[src/rtl/hdtl_pkg.sv]
package hdtl_pkg;

   typedef enum logic [1:0] {
      LV_BLANK   = 2'b00,
      LV_SYNC_LO = 2'b01,
      LV_SYNC_HI = 2'b10,
      LV_VIDEO   = 2'b11
   } level_e;

   // horizontal segments of one line
   typedef enum logic [2:0] {
      SG_FRONT,
      SG_LOW,
      SG_HIGH,
      SG_BACK,
      SG_PORCH,
      SG_PIXELS,
      SG_FILL,
      SG_HALF
   } seg_e;

   // line groups of one field
   typedef enum logic [2:0] {
      LK_TOP,
      LK_ACT,
      LK_BOT,
      LK_PRE,
      LK_VSYNC,
      LK_POST
   } lkind_e;

   function automatic int max2(input int a, input int b);
      return (a > b) ? a : b;
   endfunction

   function automatic logic is_half(input lkind_e k);
      return (k == LK_PRE) || (k == LK_VSYNC) || (k == LK_POST);
   endfunction

endpackage

[src/rtl/hdtl_seg_rom.sv]
module hdtl_seg_rom
   import hdtl_pkg::*;
#(
   parameter int H_FRONT = 44,
   parameter int H_LOW   = 44,
   parameter int H_HIGH  = 44,
   parameter int H_BACK  = 88,
   parameter int H_PORCH = 60,
   parameter int H_ACT   = 1920,
   parameter int H_HALF  = 880,
   parameter int CW      = 11
) (
   input  seg_e          seg_i,
   output logic [CW-1:0] len_m1_o
);

   always_comb begin
      case (seg_i)
         SG_FRONT:  len_m1_o = CW'(H_FRONT - 1);
         SG_LOW:    len_m1_o = CW'(H_LOW - 1);
         SG_HIGH:   len_m1_o = CW'(H_HIGH - 1);
         SG_BACK:   len_m1_o = CW'(H_BACK - 1);
         SG_PORCH:  len_m1_o = CW'(H_PORCH - 1);
         SG_PIXELS: len_m1_o = CW'(H_ACT - 1);
         SG_FILL:   len_m1_o = CW'(H_PORCH + H_ACT - 1);
         default:   len_m1_o = CW'(H_HALF - 1);
      endcase
   end

endmodule

[src/rtl/hdtl_hseq.sv]
module hdtl_hseq
   import hdtl_pkg::*;
#(
   parameter int H_FRONT = 44,
   parameter int H_LOW   = 44,
   parameter int H_HIGH  = 44,
   parameter int H_BACK  = 88,
   parameter int H_PORCH = 60,
   parameter int H_ACT   = 1920,
   parameter int H_HALF  = 880,
   parameter int CW      = 11
) (
   input  logic          clk_i,
   input  logic          rst_i,
   input  lkind_e        kind_i,
   output seg_e          seg_o,
   output logic [CW-1:0] cnt_o,
   output logic          line_end_o
);

   seg_e          seg_q, seg_nx;
   logic [CW-1:0] cnt_q, nx_len;

   // segment order; the body after the back interval depends on the line group
   always_comb begin
      case (seg_q)
         SG_FRONT: seg_nx = SG_LOW;
         SG_LOW:   seg_nx = SG_HIGH;
         SG_HIGH:  seg_nx = SG_BACK;
         SG_BACK: begin
            if (kind_i == LK_ACT)      seg_nx = SG_PORCH;
            else if (is_half(kind_i))  seg_nx = SG_HALF;
            else                       seg_nx = SG_FILL;
         end
         SG_PORCH: seg_nx = SG_PIXELS;
         default:  seg_nx = SG_FRONT;
      endcase
   end

   hdtl_seg_rom #(
      .H_FRONT(H_FRONT), .H_LOW(H_LOW), .H_HIGH(H_HIGH), .H_BACK(H_BACK),
      .H_PORCH(H_PORCH), .H_ACT(H_ACT), .H_HALF(H_HALF), .CW(CW)
   ) u_next_len (
      .seg_i    (seg_nx),
      .len_m1_o (nx_len)
   );

   always_ff @(posedge clk_i) begin
      if (rst_i) begin
         seg_q <= SG_FRONT;
         cnt_q <= CW'(H_FRONT - 1);
      end else if (cnt_q == '0) begin
         seg_q <= seg_nx;
         cnt_q <= nx_len;
      end else begin
         cnt_q <= cnt_q - 1'b1;
      end
   end

   assign seg_o      = seg_q;
   assign cnt_o      = cnt_q;
   assign line_end_o = (cnt_q == '0) &&
                       ((seg_q == SG_PIXELS) || (seg_q == SG_FILL) || (seg_q == SG_HALF));

endmodule

[src/rtl/hdtl_vseq.sv]
module hdtl_vseq
   import hdtl_pkg::*;
#(
   parameter int TOP_LINES = 14,
   parameter int ACT_LINES = 540,
   parameter int BOT_LINES = 2,
   parameter int VS_SEGS   = 10,
   parameter int LW        = 10
) (
   input  logic   clk_i,
   input  logic   rst_i,
   input  logic   line_end_i,
   output lkind_e kind_o,
   output logic   field_o
);

   lkind_e        kind_q, kind_nx;
   logic          field_q;
   logic [LW-1:0] cnt_q, lim;

   // last index of each group; field 1 has one more top line and one more trailing half-line
   always_comb begin
      case (kind_q)
         LK_TOP:   lim = LW'(TOP_LINES - 1) + LW'(field_q);
         LK_ACT:   lim = LW'(ACT_LINES - 1);
         LK_BOT:   lim = LW'(BOT_LINES - 1);
         LK_PRE:   lim = '0;
         LK_VSYNC: lim = LW'(VS_SEGS - 1);
         default:  lim = LW'(field_q);
      endcase
   end

   always_comb begin
      case (kind_q)
         LK_TOP:   kind_nx = LK_ACT;
         LK_ACT:   kind_nx = LK_BOT;
         LK_BOT:   kind_nx = field_q ? LK_VSYNC : LK_PRE;
         LK_PRE:   kind_nx = LK_VSYNC;
         LK_VSYNC: kind_nx = LK_POST;
         default:  kind_nx = LK_TOP;
      endcase
   end

   always_ff @(posedge clk_i) begin
      if (rst_i) begin
         kind_q  <= LK_TOP;
         cnt_q   <= '0;
         field_q <= 1'b0;
      end else if (line_end_i) begin
         if (cnt_q == lim) begin
            kind_q <= kind_nx;
            cnt_q  <= '0;
            if (kind_q == LK_POST) field_q <= ~field_q;
         end else begin
            cnt_q <= cnt_q + 1'b1;
         end
      end
   end

   assign kind_o  = kind_q;
   assign field_o = field_q;

endmodule

[src/rtl/hdtl_timing.sv]
module hdtl_timing
   import hdtl_pkg::*;
#(
   parameter int H_FRONT   = 44,
   parameter int H_LOW     = 44,
   parameter int H_HIGH    = 44,
   parameter int H_BACK    = 88,
   parameter int H_PORCH   = 60,
   parameter int H_ACT     = 1920,
   parameter int TOP_LINES = 14,
   parameter int ACT_LINES = 540,
   parameter int BOT_LINES = 2,
   parameter int VS_SEGS   = 10
) (
   input  logic       clk_i,
   input  logic       rst_i,
   output logic [1:0] level_o,
   output logic       video_en_o,
   output logic       field_o,
   output logic       line_start_o
);

   localparam int H_SYNC  = H_FRONT + H_LOW + H_HIGH + H_BACK;
   localparam int H_TOTAL = H_SYNC + H_PORCH + H_ACT;
   localparam int H_HALF  = H_TOTAL / 2 - H_SYNC;
   localparam int H_MAX   = max2(max2(max2(H_FRONT, H_LOW), max2(H_HIGH, H_BACK)),
                                 max2(H_PORCH + H_ACT, H_HALF));
   localparam int CW      = $clog2(H_MAX + 1);
   localparam int V_MAX   = max2(max2(TOP_LINES + 1, ACT_LINES), max2(BOT_LINES, VS_SEGS));
   localparam int LW      = $clog2(V_MAX + 1);

   // elaboration-time parameter checks
   if (H_FRONT < 1 || H_LOW < 1 || H_HIGH < 1 || H_BACK < 1 || H_PORCH < 1 || H_ACT < 1)
   begin : g_bad_hseg
      $error("every horizontal segment needs at least one pixel");
   end
   if (H_TOTAL % 2 != 0) begin : g_bad_total
      $error("line length must be even so that half-lines are exact");
   end
   if (H_HALF < 1) begin : g_bad_half
      $error("half-line body must be longer than zero");
   end
   if (TOP_LINES < 1 || ACT_LINES < 1 || BOT_LINES < 1 || VS_SEGS < 1) begin : g_bad_vert
      $error("every line group needs at least one line");
   end

   seg_e          seg;
   logic [CW-1:0] cnt;
   logic          line_end;
   lkind_e        kind;
   level_e        lvl;

   hdtl_hseq #(
      .H_FRONT(H_FRONT), .H_LOW(H_LOW), .H_HIGH(H_HIGH), .H_BACK(H_BACK),
      .H_PORCH(H_PORCH), .H_ACT(H_ACT), .H_HALF(H_HALF), .CW(CW)
   ) u_hseq (
      .clk_i      (clk_i),
      .rst_i      (rst_i),
      .kind_i     (kind),
      .seg_o      (seg),
      .cnt_o      (cnt),
      .line_end_o (line_end)
   );

   hdtl_vseq #(
      .TOP_LINES(TOP_LINES), .ACT_LINES(ACT_LINES), .BOT_LINES(BOT_LINES),
      .VS_SEGS(VS_SEGS), .LW(LW)
   ) u_vseq (
      .clk_i      (clk_i),
      .rst_i      (rst_i),
      .line_end_i (line_end),
      .kind_o     (kind),
      .field_o    (field_o)
   );

   always_comb begin
      case (seg)
         SG_LOW:    lvl = LV_SYNC_LO;
         SG_HIGH:   lvl = LV_SYNC_HI;
         SG_PIXELS: lvl = LV_VIDEO;
         SG_HALF:   lvl = (kind == LK_VSYNC) ? LV_SYNC_LO : LV_BLANK;
         default:   lvl = LV_BLANK;
      endcase
   end

   assign level_o      = lvl;
   assign video_en_o   = (seg == SG_PIXELS);
   assign line_start_o = (kind == LK_ACT) && (seg == SG_FRONT) && (cnt == CW'(H_FRONT - 1));

endmodule

[config.mk]
export PLATFORM = sky130hd
export DESIGN_NAME = hdtl_timing
export DESIGN_NICKNAME = d
export VERILOG_FILES = /design/src/rtl/hdtl_pkg.sv /design/src/rtl/hdtl_seg_rom.sv /design/src/rtl/hdtl_hseq.sv /design/src/rtl/hdtl_vseq.sv /design/src/rtl/hdtl_timing.sv
export SDC_FILE = /design/constraint.sdc
export NUM_CORES = 1
export LEC_CHECK = 0
export BUFFER_PORTS_ARGS = -buffer_cell sky130_fd_sc_hd__buf_2
export CORE_ASPECT_RATIO = 2
export CORE_MARGIN = 2
export CORE_UTILIZATION = 50
export CTS_BUF_LIST = sky130_fd_sc_hd__clkbuf_16
export DETAILED_ROUTE_END_ITERATION = 10
export PLACE_DENSITY = 0.67
export SETUP_SLACK_MARGIN = 0.5
export SYNTH_ARGS = -nofsm -noshare
export SYNTH_HDL_FRONTEND = slang
export SYNTH_SLANG_ARGS = --single-unit
[constraint.sdc]
create_clock -name clk_i -period 4.4 [get_ports clk_i]
set_input_delay 0.22 -clock clk_i [delete_from_list [all_inputs] [get_ports clk_i]]
set_output_delay 0.22 -clock clk_i [all_outputs]
set_load 0.01 [all_outputs]
==> metrics.txt <==
Routed WL per cell about 16 µm; final instance area 1837 µm²; Slew Viols, Final 0; final std cells w/o fill approximately 240; clock tree buffer depth 2; largest net degree at the start of global routing 16; number of enable-type register cells in the synthesized netlist 0; main combinational cell family by area after synthesis simple AND/OR/NAND/NOR gates; Critical Path Start Type register; Crit Reg-Reg Endpoint u_vseq.field_o; Endpoint, Worst Hold u_vseq.kind_o[0]; portion of netlist area occupied by mux cells ~1.4%; number of nets in the layout 212; total global-route track usage about a fifth; sequential element share of the synthesized area a little under a third; Initial DRC Count 23; worst min-delay path category input port to register; Cell variety after synth 49; compound-gate portion of the synthesized area between 20% and 30%; highest fanout seen on the critical path 15; result of the run finished clean; Synth Warn # 0; Crit. End Element register; share of synthesized cell area in and, or, nand and nor gates between 20% and 30%; library cell occupying the most area in the post-synthesis netlist sky130_fd_sc_hd__dfxtp_1; floorplan core area 3378 µm²; number of setup buffers added after CTS 0; Layout fillers 320; aggregate routed wire length ~3800 µm; grt ovf 0; register-to-register path setup slack 1920 ps; total of flip-flops plus latches after synthesis 28; post-route antenna net violation count 0; hold bufs inserted after CTS 0; Post-synth ARST share 0%; reg-to-reg startpoint u_vseq.kind_o[0]; number of vias per cell 6.253; Static Leakage 0.6149 nW; area share of the leading cell type in the synthesized netlist between 30% and 40%; DP Worst Slack approximately 1900 ps; via count roughly 1500; number of placed instances, taps included between 200 and 250; number of buffers inserted during clock tree synthesis 3; clock period minus final worst setup slack between 2000 and 2500 ps; Max Clock Skew about 2.9 ps; CTS Root Cell sky130_fd_sc_hd__clkbuf_16; final core utilization roughly 54%; xor and xnor fraction of the mapped netlist area roughly 9%; P&R area growth vs syn 3.892%; # port buffers 6; Adder-Cell Fraction of Synth Area between 2 and 2.5%; first-pass GRT wire length about 6500 µm; antenna violations before repair 0; most frequently used flop master after synthesis sky130_fd_sc_hd__dfxtp_1; Clock transition at path regs 60 ps; Final Hold Viols 0; Max H-tree Level 1; hold path startpoint rst_i; length of the first detailed-routing pass in iterations 4; crit path kind register to register; max capacitance violation total 0; number of instances on the worst hold path 2; maximum clock frequency 403.9 MHz; number of standard cells after synthesis about 210; list of most frequent post-synthesis cells sky130_fd_sc_hd__dfxtp_1 (28), sky130_fd_sc_hd__nor2_1 (23), sky130_fd_sc_hd__nand2_1 (17), sky130_fd_sc_hd__a21oi_1 (16); accumulated negative setup slack 0 ps; final period utilization approximately 56%; Cell Rows 30; depth of the most critical reg-to-reg path 5; final number of setup-violating endpoints 0; top-level I/O count 7; power per standard cell area 260.3 nW/µm²; HPWL reported at the end of detailed placement roughly 2900 µm; worst-case setup margin in the final layout between 1500 and 2000 ps; layout cell share with drive strength beyond 1 between 10 and 15%; Chip Width 46.05 µm; Arr. time, crit path around 2700 ps; transition time at the pin with the least slew margin slightly below 600 ps; TritonCTS clock tree done; post-place instance area 1762 µm²; most numerous cell in the Yosys netlist sky130_fd_sc_hd__dfxtp_1; starting density of the core a little over half; number of nets in the synthesized netlist 211; Worst-Skew Late Latency 260 ps; Clock Sink Count 28; global placer's final weighted congestion 0.7821; Antenna Cells 0; synthesized area per cell 8.582 µm²; vertical extent of the die slightly below 90 µm; IR Drop Worst-Case VDD ~0.16 mV; headroom to the max-slew limit 60.66%; cell types with the largest area share after synthesis sky130_fd_sc_hd__dfxtp_1 (32%), sky130_fd_sc_hd__xnor2_1 (6.4%), sky130_fd_sc_hd__nor2_1 (4.9%), sky130_fd_sc_hd__a21oi_1 (4.5%), sky130_fd_sc_hd__nand3_1 (3.7%); synthesized cell area approximately 1800 µm²; floorplan die area around 4000 µm²; vias in the first global route approximately 1500; setup repair after global routing missed its margin false; DRC Markers 0; CTS resizes 0; data required time of the critical path about 4600 ps
## cell families after synthesis
family                   count (synthesis)
adder cells (fa/ha/maj)                  3
XOR/XNOR                                17
AND/OR/NAND/NOR                         89
multiplexers                             2
buffers and inverters                   19
flip-flops                              28
AO/OA/AOI/OAI                           48
## registers in the layout, summed over array words and instances, names as in the netlist
register        count
u_hseq.cnt_o       11
u_vseq.cnt_q       10
u_hseq.seg_o        3
u_vseq.kind_o       3
u_vseq.field_o      1
## through the flow
| stage | total power, mW | hold WS (ps) |
|---|---|---|
| after detailed placement | 0.2832 | 439.1 |
| after CTS | 0.4810 | 300.5 |
| final | 0.4782 | 311.2 |
| after global routing | 0.4933 | 320.8 |
| after floorplan | 0.2787 | 327.3 |
| after global placement | 0.2826 | 420.0 |
## metal layers
| metal | up-vias | share of wire, % | track usage (%) |
|---|---|---|---|
| li1 | 737 | - | - |
| met1 | 715 | 38 | 21.42 |
| met2 | 24 | 58 | 41.41 |
| met3 | 6 | 2.2 | 1.443 |
| met4 | 0 | 1.8 | 7.013 |
| met5 | - | 0 | 0 |
## power by group
group,internal [mW],total (mW),switching (mW)
registers,0.256,0.261,0.00431
clock network,0.120,0.201,0.0804
logic,0.00619,0.0166,0.0104
## worst max-delay path by stage
stage	startpoint	endpoint	slack [ps]
2_1_floorplan	u_vseq.kind_o[0]	u_vseq.field_o	2350
3_3_place_gp	u_vseq.kind_o[0]	u_vseq.field_o	2050
3_5_place_dp	u_vseq.kind_o[0]	u_vseq.field_o	1940
4_1_cts	u_vseq.kind_o[0]	u_vseq.field_o	1910
5_1_grt	u_vseq.kind_o[0]	u_vseq.field_o	1730
6_report	u_vseq.kind_o[0]	u_vseq.field_o	1920
## cell type report
| class | count | area, µm² | area share [%] |
|---|---|---|---|
| Clock buffer | 3 | 75.07 | 4.087 |
| Inverter | 9 | 33.78 | 1.839 |
| Multi-Input combinational cell | 159 | 1097 | 59.74 |
| Sequential cell | 28 | 560.5 | 30.52 |
| Tap cell | 32 | 40.04 | 2.180 |
| Timing Repair Buffer | 6 | 30.03 | 1.635 |
## critical path, stage by stage (launching register included)
cell and delay [ps]:
sky130_fd_sc_hd__dfxtp_1 700, sky130_fd_sc_hd__nor3b_1 420, sky130_fd_sc_hd__mux2i_1 340, sky130_fd_sc_hd__o2111ai_4 230, sky130_fd_sc_hd__or4_1 560, sky130_fd_sc_hd__a21oi_1 160
## placed cells by master, fill, tap and decap left out, drive strengths merged, types with 3 or more instances in the layout
cell type and count:
dfxtp 28, nor2 23, nand2 17, a21oi 16
xnor2 14, nand3 13, o21ai 13, inv 9
nor3 7, nor4 7, buf 6, o31ai 4
nand2b 3, xor2 3, nor2b 3, or4 3
ha 3, clkbuf 3
No activity file was read; power rests on OpenSTA's default activity.
